`config.mk`:
```
export PLATFORM = sky130hd
export DESIGN_NAME = spi_xfer_engine
export DESIGN_NICKNAME = d
export VERILOG_FILES = /design/src/rtl/spi_xfer_pkg.sv /design/src/rtl/spi_cfg_regs.sv /design/src/rtl/spi_shifter.sv /design/src/rtl/spi_pin_drive.sv /design/src/rtl/spi_xfer_engine.sv
export SDC_FILE = /design/constraint.sdc
export NUM_CORES = 1
export LEC_CHECK = 0
export ABC_CLOCK_PERIOD_IN_PS = 3400
export BUFFER_PORTS_ARGS = -buffer_cell sky130_fd_sc_hd__buf_2
export CORE_MARGIN = 1
export CORE_UTILIZATION = 50
export DETAILED_ROUTE_END_ITERATION = 10
export GPL_TIMING_DRIVEN = 0
export MAX_ROUTING_LAYER = met4
export PLACE_DENSITY = 0.75
export SYNTH_ARGS = -nofsm -noshare
export SYNTH_HDL_FRONTEND = slang
export SYNTH_HIERARCHICAL = 1
export SYNTH_SLANG_ARGS = --single-unit
```
`constraint.sdc`:
```
create_clock -name clk -period 3.4 [get_ports clk]
set_clock_uncertainty 0.2 [all_clocks]
set_input_delay 0.68 -clock clk [delete_from_list [all_inputs] [get_ports clk]]
set_output_delay 0.68 -clock clk [all_outputs]
set_load 0.005 [all_outputs]
```
`src/rtl/spi_xfer_pkg.sv`:
```
package spi_xfer_pkg;

    localparam int WORD_W = 16;
    localparam int CFG_W  = 16;
    localparam int DIV_W  = 8;
    localparam int LEAD_W = 7;
    localparam int POST_W = 8;
    localparam int BITS_W = 4;
    localparam int NB_W   = $clog2(WORD_W) + 1;

    typedef enum logic [2:0] {
        ST_IDLE,
        ST_LEAD,
        ST_SHIFT,
        ST_POST,
        ST_FIN
    } xfer_state_e;

    typedef struct packed {
        logic              wired_or;
        logic              cpol;
        logic              cpha;
        logic [BITS_W-1:0] bits;
        logic [DIV_W-1:0]  divisor;
    } mode_cfg_t;

    typedef struct packed {
        logic              enable;
        logic [LEAD_W-1:0] lead;
        logic [POST_W-1:0] post;
    } ctrl_cfg_t;

    function automatic logic [NB_W-1:0] word_len(input logic [BITS_W-1:0] f);
        if (f == '0)
            return NB_W'(WORD_W);
        else if (f < BITS_W'(8))
            return NB_W'(8);
        else
            return NB_W'(f);
    endfunction

endpackage

```
`src/rtl/spi_cfg_regs.sv`:
```
module spi_cfg_regs
    import spi_xfer_pkg::*;
(
    input  logic             clk,
    input  logic             rst_n,
    input  logic             we,
    input  logic             sel,
    input  logic [CFG_W-1:0] wdata,
    output mode_cfg_t        mode,
    output ctrl_cfg_t        ctrl
);

    always_ff @(posedge clk or negedge rst_n) begin
        if (!rst_n) begin
            mode.wired_or <= 1'b0;
            mode.cpol     <= 1'b0;
            mode.cpha     <= 1'b1;
            mode.bits     <= '0;
            mode.divisor  <= DIV_W'(4);
        end else if (we && !sel) begin
            mode.wired_or <= wdata[15];
            mode.cpol     <= wdata[9];
            mode.cpha     <= wdata[8];
            mode.bits     <= wdata[13:10];
            mode.divisor  <= wdata[7:0];
        end
    end

    always_ff @(posedge clk or negedge rst_n) begin
        if (!rst_n) begin
            ctrl.enable <= 1'b0;
            ctrl.lead   <= LEAD_W'(4);
            ctrl.post   <= POST_W'(4);
        end else if (we && sel) begin
            ctrl.enable <= wdata[15];
            ctrl.lead   <= wdata[14:8];
            ctrl.post   <= wdata[7:0];
        end
    end

endmodule

```
`src/rtl/spi_shifter.sv`:
```
module spi_shifter #(
    parameter int W    = 16,
    parameter int NB_W = $clog2(W) + 1
) (
    input  logic            clk,
    input  logic            rst_n,
    input  logic            load,
    input  logic [W-1:0]    load_data,
    input  logic [NB_W-1:0] nbits,
    input  logic            shift_en,
    input  logic            sample_en,
    input  logic            miso,
    output logic            mosi,
    output logic [W-1:0]    rx_word
);

    logic [W-1:0] tx_q;
    logic [W-1:0] rx_q;

    // transmit register: the word is left-aligned so the MSB of the word is on top
    always_ff @(posedge clk or negedge rst_n) begin
        if (!rst_n)
            tx_q <= '0;
        else if (load)
            tx_q <= load_data << (W - int'(nbits));
        else if (shift_en)
            tx_q <= {tx_q[W-2:0], 1'b0};
    end

    // receive register: cleared on load, bits enter at the bottom
    always_ff @(posedge clk or negedge rst_n) begin
        if (!rst_n)
            rx_q <= '0;
        else if (load)
            rx_q <= '0;
        else if (sample_en)
            rx_q <= {rx_q[W-2:0], miso};
    end

    assign mosi    = tx_q[W-1];
    assign rx_word = rx_q;

endmodule

```
`src/rtl/spi_pin_drive.sv`:
```
module spi_pin_drive #(
    parameter int N = 6
) (
    input  logic         en,
    input  logic         wired,
    input  logic [N-1:0] val,
    output logic [N-1:0] pin_o,
    output logic [N-1:0] pin_oe
);

    for (genvar g = 0; g < N; g++) begin : g_pin
        assign pin_o[g]  = val[g];
        assign pin_oe[g] = en & (~wired | ~val[g]);
    end

endmodule

```
`src/rtl/spi_xfer_engine.sv`:
```
module spi_xfer_engine
    import spi_xfer_pkg::*;
#(
    parameter int NCS       = 4,
    parameter int POST_UNIT = 32
) (
    input  logic              clk,
    input  logic              rst_n,
    input  logic              cfg_we,
    input  logic              cfg_sel,
    input  logic [CFG_W-1:0]  cfg_wdata,
    input  logic              cmd_valid,
    output logic              cmd_ready,
    input  logic [WORD_W-1:0] cmd_data,
    input  logic [NCS-1:0]    cmd_cs,
    input  logic              cmd_lead_en,
    input  logic              cmd_post_en,
    output logic              sck_o,
    output logic              sck_oe,
    output logic              mosi_o,
    output logic              mosi_oe,
    input  logic              miso_i,
    output logic [NCS-1:0]    cs_o,
    output logic [NCS-1:0]    cs_oe,
    output logic              done,
    output logic [WORD_W-1:0] rx_data
);

    localparam int CNT_W  = $clog2(POST_UNIT * (2 ** POST_W)) + 1;
    localparam int EDGE_W = $clog2(2 * WORD_W) + 1;
    localparam int NPIN   = NCS + 2;

    mode_cfg_t   mode;
    ctrl_cfg_t   ctrl;
    xfer_state_e state, nxt;

    logic [CNT_W-1:0]  cnt;
    logic [EDGE_W-1:0] edge_idx;
    logic [EDGE_W-1:0] last_idx;
    logic [NB_W-1:0]   nbits_q;
    logic [NCS-1:0]    cs_q;
    logic              post_en_q;
    logic              sck_q;

    logic [CNT_W-1:0]  lead_span;
    logic [CNT_W-1:0]  post_span;
    logic [CNT_W-1:0]  div_span;
    logic              clk_on;
    logic              accept;
    logic              tick;
    logic              leading;
    logic              last_edge;
    logic              shift_en;
    logic              sample_en;
    logic              tx_bit;

    logic              sck_val;
    logic              mosi_val;
    logic [NCS-1:0]    cs_val;
    logic [NPIN-1:0]   pin_val;
    logic [NPIN-1:0]   pin_o;
    logic [NPIN-1:0]   pin_oe;

    spi_cfg_regs u_regs (
        .clk   (clk),
        .rst_n (rst_n),
        .we    (cfg_we),
        .sel   (cfg_sel),
        .wdata (cfg_wdata),
        .mode  (mode),
        .ctrl  (ctrl)
    );

    // derived timing values
    always_comb begin
        div_span  = CNT_W'(mode.divisor);
        lead_span = (ctrl.lead == '0) ? CNT_W'(1 << LEAD_W) : CNT_W'(ctrl.lead);
        post_span = ((ctrl.post == '0) ? CNT_W'(1 << POST_W) : CNT_W'(ctrl.post))
                    * CNT_W'(POST_UNIT);
        clk_on    = (mode.divisor >= DIV_W'(2));
        last_idx  = EDGE_W'({nbits_q, 1'b0}) - EDGE_W'(1);
        tick      = (cnt == CNT_W'(1));
        leading   = ~edge_idx[0];
        last_edge = (edge_idx == last_idx);
    end

    assign cmd_ready = (state == ST_IDLE) && ctrl.enable && clk_on;
    assign accept    = cmd_valid && cmd_ready;

    // state register
    always_ff @(posedge clk or negedge rst_n) begin
        if (!rst_n)
            state <= ST_IDLE;
        else
            state <= nxt;
    end

    // transitions
    always_comb begin
        nxt = state;
        unique case (state)
            ST_IDLE:  if (accept) nxt = ST_LEAD;
            ST_LEAD:  if (tick) nxt = ST_SHIFT;
            ST_SHIFT: if (tick && last_edge) nxt = post_en_q ? ST_POST : ST_FIN;
            ST_POST:  if (tick) nxt = ST_FIN;
            ST_FIN:   nxt = ST_IDLE;
            default:  nxt = ST_IDLE;
        endcase
        if (!ctrl.enable)
            nxt = ST_IDLE;
    end

    // counters, serial clock and latched command fields
    always_ff @(posedge clk or negedge rst_n) begin
        if (!rst_n) begin
            cnt       <= '0;
            edge_idx  <= '0;
            sck_q     <= 1'b0;
            cs_q      <= '1;
            post_en_q <= 1'b0;
            nbits_q   <= NB_W'(WORD_W);
        end else if (accept) begin
            cnt       <= cmd_lead_en ? lead_span : div_span;
            edge_idx  <= '0;
            sck_q     <= mode.cpol;
            cs_q      <= cmd_cs;
            post_en_q <= cmd_post_en;
            nbits_q   <= word_len(mode.bits);
        end else begin
            unique case (state)
                ST_LEAD: cnt <= tick ? div_span : cnt - CNT_W'(1);
                ST_SHIFT: begin
                    if (tick) begin
                        sck_q    <= ~sck_q;
                        edge_idx <= edge_idx + EDGE_W'(1);
                        cnt      <= last_edge ? post_span : div_span;
                    end else begin
                        cnt <= cnt - CNT_W'(1);
                    end
                end
                ST_POST: cnt <= cnt - CNT_W'(1);
                ST_IDLE, ST_FIN: cnt <= cnt;
                default: cnt <= cnt;
            endcase
        end
    end

    // data movement: phase decides which edge samples and which launches
    always_comb begin
        sample_en = (state == ST_SHIFT) && tick && (leading ^ mode.cpha);
        if (mode.cpha)
            shift_en = (state == ST_SHIFT) && tick && leading && (edge_idx != '0);
        else
            shift_en = (state == ST_SHIFT) && tick && !leading && !last_edge;
    end

    spi_shifter #(.W(WORD_W), .NB_W(NB_W)) u_shift (
        .clk       (clk),
        .rst_n     (rst_n),
        .load      (accept),
        .load_data (cmd_data),
        .nbits     (word_len(mode.bits)),
        .shift_en  (shift_en),
        .sample_en (sample_en),
        .miso      (miso_i),
        .mosi      (tx_bit),
        .rx_word   (rx_data)
    );

    // outputs by state
    always_comb begin
        unique case (state)
            ST_IDLE: begin
                sck_val  = mode.cpol;
                mosi_val = 1'b1;
                cs_val   = '1;
                done     = 1'b0;
            end
            ST_FIN: begin
                sck_val  = sck_q;
                mosi_val = tx_bit;
                cs_val   = cs_q;
                done     = 1'b1;
            end
            default: begin
                sck_val  = sck_q;
                mosi_val = tx_bit;
                cs_val   = cs_q;
                done     = 1'b0;
            end
        endcase
        pin_val = {sck_val, mosi_val, cs_val};
    end

    spi_pin_drive #(.N(NPIN)) u_pins (
        .en     (ctrl.enable),
        .wired  (mode.wired_or),
        .val    (pin_val),
        .pin_o  (pin_o),
        .pin_oe (pin_oe)
    );

    assign sck_o   = pin_o[NPIN-1];
    assign sck_oe  = pin_oe[NPIN-1];
    assign mosi_o  = pin_o[NPIN-2];
    assign mosi_oe = pin_oe[NPIN-2];
    assign cs_o    = pin_o[NCS-1:0];
    assign cs_oe   = pin_oe[NCS-1:0];

    // completion strobe lasts one cycle
    p_done_pulse_r10: assert property (@(posedge clk) disable iff (!rst_n)
        done |=> !done);

    // a cleared enable always brings the machine back to idle
    p_disabled_idle_r1: assert property (@(posedge clk) disable iff (!rst_n)
        !ctrl.enable |=> state == ST_IDLE);

    // an accepted command makes the engine busy
    p_accept_busy_r12: assert property (@(posedge clk) disable iff (!rst_n)
        (cmd_valid && cmd_ready) |=> !cmd_ready);

    // after an even number of toggles the clock is back at rest
    p_sck_rest_r2: assert property (@(posedge clk) disable iff (!rst_n)
        (state == ST_FIN) |-> (sck_q == mode.cpol));

    // chip selects do not move inside a transfer
    p_cs_held_r9: assert property (@(posedge clk) disable iff (!rst_n)
        (state != ST_IDLE && $past(state) != ST_IDLE) |-> $stable(cs_o));

    // the edge count never passes 2N-1 while shifting
    p_edge_bound_r4: assert property (@(posedge clk) disable iff (!rst_n)
        (state == ST_SHIFT) |-> (edge_idx <= last_idx));

endmodule

```
==> impl_metrics.toml, run 1 <==
[run_status]
status = "finished, final reports clean"

[finish]
drive_gt1_share_pct = 28.8
nFillCells = 1033
nets = 758
area_delta_synth_final_pct = 16.8
fin_util_pct = 59.7
diodes = 0
fin_cells = 860
multiInputGateArea_um2 = 3440
regArea_um2 = 2440

[yosys]
synth_top_cell_by_area = "dfrtp_1"
synth_edf_count = 0
syn-num-nets = 672
avgSynthCellArea_um2 = 9.83
ys.flop_type = "dfrtp_1"
synthDistinctLibCells = 83
yosysMostFrequentCell = "dfrtp_1"
ys_top_cells_by_area = "dfrtp_1 36%, mux2i_1 7.2%, mux2_2 5.7%"
syn-cell-area_um2 = 6110
synth_cells = 622
synthArstFlopShare_pct = 100
synth_seq_cells = 97
synth_common_cells = "88 x dfrtp_1, 59 x nor2_1, 46 x nand2_1"
yosysSeqAreaShare_pct = 39.9
yosys_warnings = 6
netlist.area_leader.share_pct = 36.0

[pwr]
power_frac_seq_pct = 37.0
p_sw_share_pct = 36.2
leakage_nw = 3.11
comb_power_share_pct = 37.8
ir_drop_v = 0.000353
powerDensity_nw_per_um2 = 647
p_clk_share_pct = 25.2
power.switching_mw = 1.67
intPower_mw = 2.95

[floorplan]
rows = 40
core_area_um2 = 12000
die_y_um = 113
start_util_pct = 51.1
ios = 74
die_x_um = 113
dieArea_um2 = 12700

[routing]
wirelength_um = 15500
routed_via_density = 6.11
drt_pass1_iterations = 5
drt_iter0_drc = 361
postRouteAntennaNets = 0
vias = 5258
wl_per_cell_um = 18.0
remaining_drc_errors = 0

[timing]
rsz0062_at_grt = "true"
min_period_ns = 3.25
hold_violations = 0
setup_viol = 0
fin_crit_sh_pct = 95.5
setup_tns_ns = 0
worst_slew_pin_slew_ns = 0.816
maxSlewHeadroom_pct = 45.1
slew_violations = 0
hold_ws_ns = 0.147
max_freq_mhz = 308

[clock_tree]
cts_tree = "built"
postCtsHoldBufs = 0
worstSkewPairLatency_ns = 0.35
numClockSinks = 97
numCtsBuffers = 9
cts_max_path_buffers = 2
root_buffer = "clkbuf_16"
htree_levels = 3
clk_pin_slew_worst_paths_ns = 0.07

[global_route]
grt_max_degree = 54
grt_pass1_wl_um = 25500
grt_use_total_pct = 26.2
grt_pass1_vias = 4991
antenna_found_initial = 0
overflow = 0

[placement]
place_inst = 842
dp_hpwl_um = 11400
gp_congestion = 0.910
numPortBuffers = 72

[worst_setup_path]
arrival_ns = 3.31
cp.required_ns = 3.46
worstPathMaxFanout = 28
crit_type = "register to register"
cp-end-kind = "register"
path_cells = "buf_2 -> or4b_1 -> a21oi_2 -> nand2_2 -> inv_2 -> buf_12 -> nand2_1 -> mux2i_4 -> nand2_4 -> or4_1 -> a31oi_1"
critical-path-slowest-cell = "or4b_1"
start_kind = "register"
slowest_delay_ns = 0.57

[min_path]
min_path_type = "primary input to async pin"

[run]
drv_cap = 0
flip-flops by register name, indices dropped and copies added (netlist names):
name,count
cnt,14
u_regs/mode,15
u_shift/tx_q,16
u_regs/ctrl,16
sck_q,1
state,3
post_en_q,1
nbits_q,5
u_shift/rx_word,16
cs_q,4
edge_idx,6
placed cells by master (no fill, tap or decap), types with 4 or more instances in the layout:
cell type / Yosys / final
nor3_1: 23 / 22
buf_2: 7 / 77
buf_6: 5 / 5
dfstp_2: 9 / 9
nand2_1: 46 / 44
nand2_2: 2 / 4
nand2b_1: 7 / 7
ha_1: 6 / 6
nor4_1: 11 / 10
a21boi_1: 5 / 5
mux2_2: 31 / 31
o21ai_0: 29 / 28
inv_1: 18 / 17
o22ai_1: 5 / 5
nand3_1: 15 / 15
a211oi_1: 5 / 5
xnor2_1: 7 / 7
mux2i_1: 44 / 44
nor2b_1: 9 / 9
buf_4: 8 / 12
nor2_1: 59 / 59
a31oi_1: 10 / 10
clkbuf_16: 0 / 9
or2_2: 6 / 6
a21oi_1: 28 / 28
xor2_1: 7 / 6
o21a_1: 5 / 5
a21boi_0: 5 / 5
and2_1: 4 / 4
dfrtp_1: 88 / 88
o2bb2ai_1: 14 / 14
mux2_4: 10 / 10
clkbuf_1: 13 / 9
per-layer routing:
layer | routed length (um) | share of wire (%) | track usage [%]
met3 | 916 | 5.9 | 3.46
met1 | 7410 | 48 | 37.8
met4 | 208 | 1.3 | 8.18
met2 | 6970 | 45 | 38.1
met5 | 0 | 0 | -
through the flow:
stage	area (um^2)	worst slack (ns)	power, mW
after floorplan	6110	0.0939	2.90
after global placement	6660	-0.490	3.32
after detailed placement	6690	-0.578	3.38
after CTS	7060	0.0163	4.57
after global routing	7140	-0.0580	4.89
final	7140	0.154	4.62
critical path, delay by kind of cell (launching register included):
kind | cells | cell delay [ns]
AO/OA/AOI/OAI | 2 | 0.30
multiplexers | 1 | 0.26
AND/OR/NAND/NOR | 5 | 1.51
flip-flops | 1 | 0.37
buffers and inverters | 3 | 0.50
path summary, 6_finish.rpt:
kind	slack, ns	depth (start not counted)	start	end
max	0.15	11	state[0]	u_shift/tx_q[14]
min	0.15	1	rst_n	u_shift/rx_word[9]
max reg2reg	0.15	11	state[0]	u_shift/tx_q[14]
min reg2reg	0.26	2	cs_q[3]	cs_q[3]
max in group asynchronous	2.12	2	rst_n	u_regs/mode[2]
min in group clk	0.26	2	cs_q[3]	cs_q[3]
final cells by class:
class                   instances  share of cell area (%)
repair buffers                 77                    5.89
inverters                      20                    1.10
well taps                     147                    2.58
plain buffers                  34                    3.38
clock buffers                  10                    3.21
flip-flops and latches         97                    34.2
multi-input cells             469                    48.1
clock inverters                 6                    1.58
kinds of logic after synthesis:
group	Yosys count	share of synthesized area [%]
adder cells (fa/ha/maj)	6	1.23
AO/OA/AOI/OAI	152	17.3
buffers and inverters	56	4.95
AND/OR/NAND/NOR	206	17.5
XOR/XNOR	16	2.54
multiplexers	89	16.7
flip-flops	97	39.9
what timing repair did:
action	in CTS	in global routing
setup buffers	0	4
endpoints found under the hold margin	0	0
setup endpoints to repair	26	22
resized for setup	9	19
gates cloned	0	0
power groups by stage:
| stage | Combinational [mW] | Clock (mW) | Sequential, mW |
|---|---|---|---|
| after CTS | 1.69 | 1.18 | 1.70 |
| after detailed placement | 1.67 | 0 | 1.71 |
| after global placement | 1.62 | 0 | 1.70 |
| after global routing | 1.92 | 1.23 | 1.74 |
| final | 1.74 | 1.16 | 1.71 |
| after floorplan | 1.27 | 0 | 1.63 |
No activity file was read; power rests on OpenSTA's default activity.
==> inputs of run 2 (changes only) <==
--- a/config.mk
+++ b/config.mk
@@ -15,5 +15,4 @@
 export PLACE_DENSITY = 0.75
 export SYNTH_ARGS = -nofsm -noshare
 export SYNTH_HDL_FRONTEND = slang
-export SYNTH_HIERARCHICAL = 1
 export SYNTH_SLANG_ARGS = --single-unit
==> impl_metrics.toml, run 2 <==
[run_status]
status = "finished, final reports clean"

[timing]
maxSlewHeadroom_pct = 28.2
hold_ws_ns = 0.0729
min_period_ns = 3.24
slew_violations = 0
worst_slew_pin_slew_ns = 1.07
worst_slack_ns = 0.164
setup_tns_ns = 0
fin_crit_sh_pct = 95.2
hold_violations = 0
setup_viol = 0
max_freq_mhz = 309
rsz0062_at_grt = "false"

[yosys]
synthArstFlopShare_pct = 100
synth_seq_cells = 97
synth_edf_count = 0
yosysMostFrequentCell = "nand2_1"
synthDistinctLibCells = 64
synth_top_cell_by_area = "dfrtp_1"
synth_cells = 592
yosys_warnings = 0
netlist.area_leader.share_pct = 38.3
synth_common_cells = "92 x nand2_1, 88 x dfrtp_1, 39 x mux2i_1"
ys_top_cells_by_area = "dfrtp_1 38%, mux2_2 7.4%, mux2i_1 6.8%"
syn-cell-area_um2 = 5740
ys.flop_type = "dfrtp_1"
avgSynthCellArea_um2 = 9.70
syn-num-nets = 642
yosysSeqAreaShare_pct = 42.5

[placement]
numPortBuffers = 72
placed_area_um2 = 6310
gp_congestion = 0.960
dp_slack_ns = -0.380
place_inst = 805
dp_hpwl_um = 11100

[routing]
top_layer = "met4"
drt_pass1_iterations = 5
postRouteAntennaNets = 0
routed_via_density = 6.03
drt_iter0_drc = 378
met1_length_um = 7020
wl_met2_um = 6930
wirelength_um = 15200
remaining_drc_errors = 0
vias = 4943
wl_per_cell_um = 18.5
dr_wl_met3_um = 978

[clock_tree]
cts_max_path_buffers = 2
numClockSinks = 97
worstSkewPairLatency_ns = 0.36
cts_tree = "built"
root_buffer = "clkbuf_16"
postCtsHoldBufs = 0
htree_levels = 3
clk_pin_slew_worst_paths_ns = 0.07
numCtsBuffers = 9

[finish]
diodes = 0
fin_util_pct = 60.1
fin_area_um2 = 6630
area_delta_synth_final_pct = 15.4
drive_gt1_share_pct = 26.2
fin_cells = 820
nets = 725
final_common_cell = "nand2_1"
final_cell_mix = "91 x nand2_1, 88 x dfrtp_1, 81 x buf_2"

[worst_setup_path]
arrival_ns = 2.36
cp.required_ns = 2.52
start_kind = "register"
worstPathMaxFanout = 10
crit_type = "register to primary output"
cp-end-kind = "primary output"

[floorplan]
start_util_pct = 52.1
die_y_um = 109
core_area_um2 = 11000
die_x_um = 109
rows = 38
dieArea_um2 = 11900
ios = 74

[global_route]
overflow = 0
grt_max_degree = 65
grt_pass1_vias = 4815
grt_pass1_wl_um = 24700
grt_use_total_pct = 28.2
antenna_found_initial = 0

[pwr]
total_power_mw = 3.98
ir_drop_v = 0.000476
powerDensity_nw_per_um2 = 601
leakage_nw = 3.09

[min_path]
min_path_type = "primary input to async pin"

[run]
drv_cap = 0
==> run 2: layer usage <==
| metal | GRT usage (%) | vias up |
|---|---|---|
| met3 | 4.30 | 22 |
| met2 | 43.7 | 192 |
| met5 | - | - |
| met1 | 37.6 | 2428 |
| li1 | - | 2301 |
| met4 | 10.4 | 0 |
==> run 2: power by group <==
group / switching (mW) / internal, mW
logic: 0.721 / 0.581
clock network: 0.457 / 0.572
registers: 0.248 / 1.41
==> run 2: worst paths after layout <==
path	startpoint	to	slack, ns	cells after the start
max in group asynchronous	rst_n	nbits_q[4]	2.20	2
max reg2reg	u_regs.mode[11]	u_shift.tx_q[13]	0.19	10
min reg2reg	cs_q[0]	cs_q[0]	0.26	2
min in group clk	cs_q[0]	cs_q[0]	0.26	2
max	state[0]	sck_oe	0.16	6
min	rst_n	cnt[11]	0.07	1
==> run 2: area by class of cell <==
| cell class | instances | area, um^2 |
|---|---|---|
| buffer | 29 | 131 |
| clock buffer | 10 | 229 |
| clock inverter | 6 | 66.3 |
| fill | 938 | 4400 |
| inverter | 12 | 45.0 |
| multi-input combinational | 452 | 3150 |
| sequential | 97 | 2440 |
| tap | 140 | 175 |
| timing repair buffer | 74 | 398 |
==> run 2: logic make-up (layout without fill, tap and decap cells) <==
| kind of cell | Yosys count | after routing | share of synthesized area [%] |
|---|---|---|---|
| simple gates | 216 | 216 | 18.7 |
| compound gates | 125 | 125 | 14.5 |
| flops | 97 | 97 | 42.5 |
| mux | 83 | 83 | 16.6 |
| buf+inv | 43 | 131 | 3.09 |
| xor+xnor | 22 | 22 | 3.35 |
| fa+ha+maj | 6 | 6 | 1.31 |
==> run 2: critical path: stages (launching register included) <==
cell and delay [ns]:
dfrtp_1 0.38, clkbuf_1 0.21, or2_2 0.44, nor2_4 0.14, mux2_2 0.37, a21boi_0 0.29
buf_2 0.17
==> run 2: repair_timing <==
| action | 4_1_cts | 5_1_grt |
|---|---|---|
| buffers inserted | 1 | 0 |
| endpoints found under the setup margin | 7 | 10 |
| pin swaps | 1 | 0 |
| resized for setup | 5 | 4 |
| cloned | 0 | 0 |
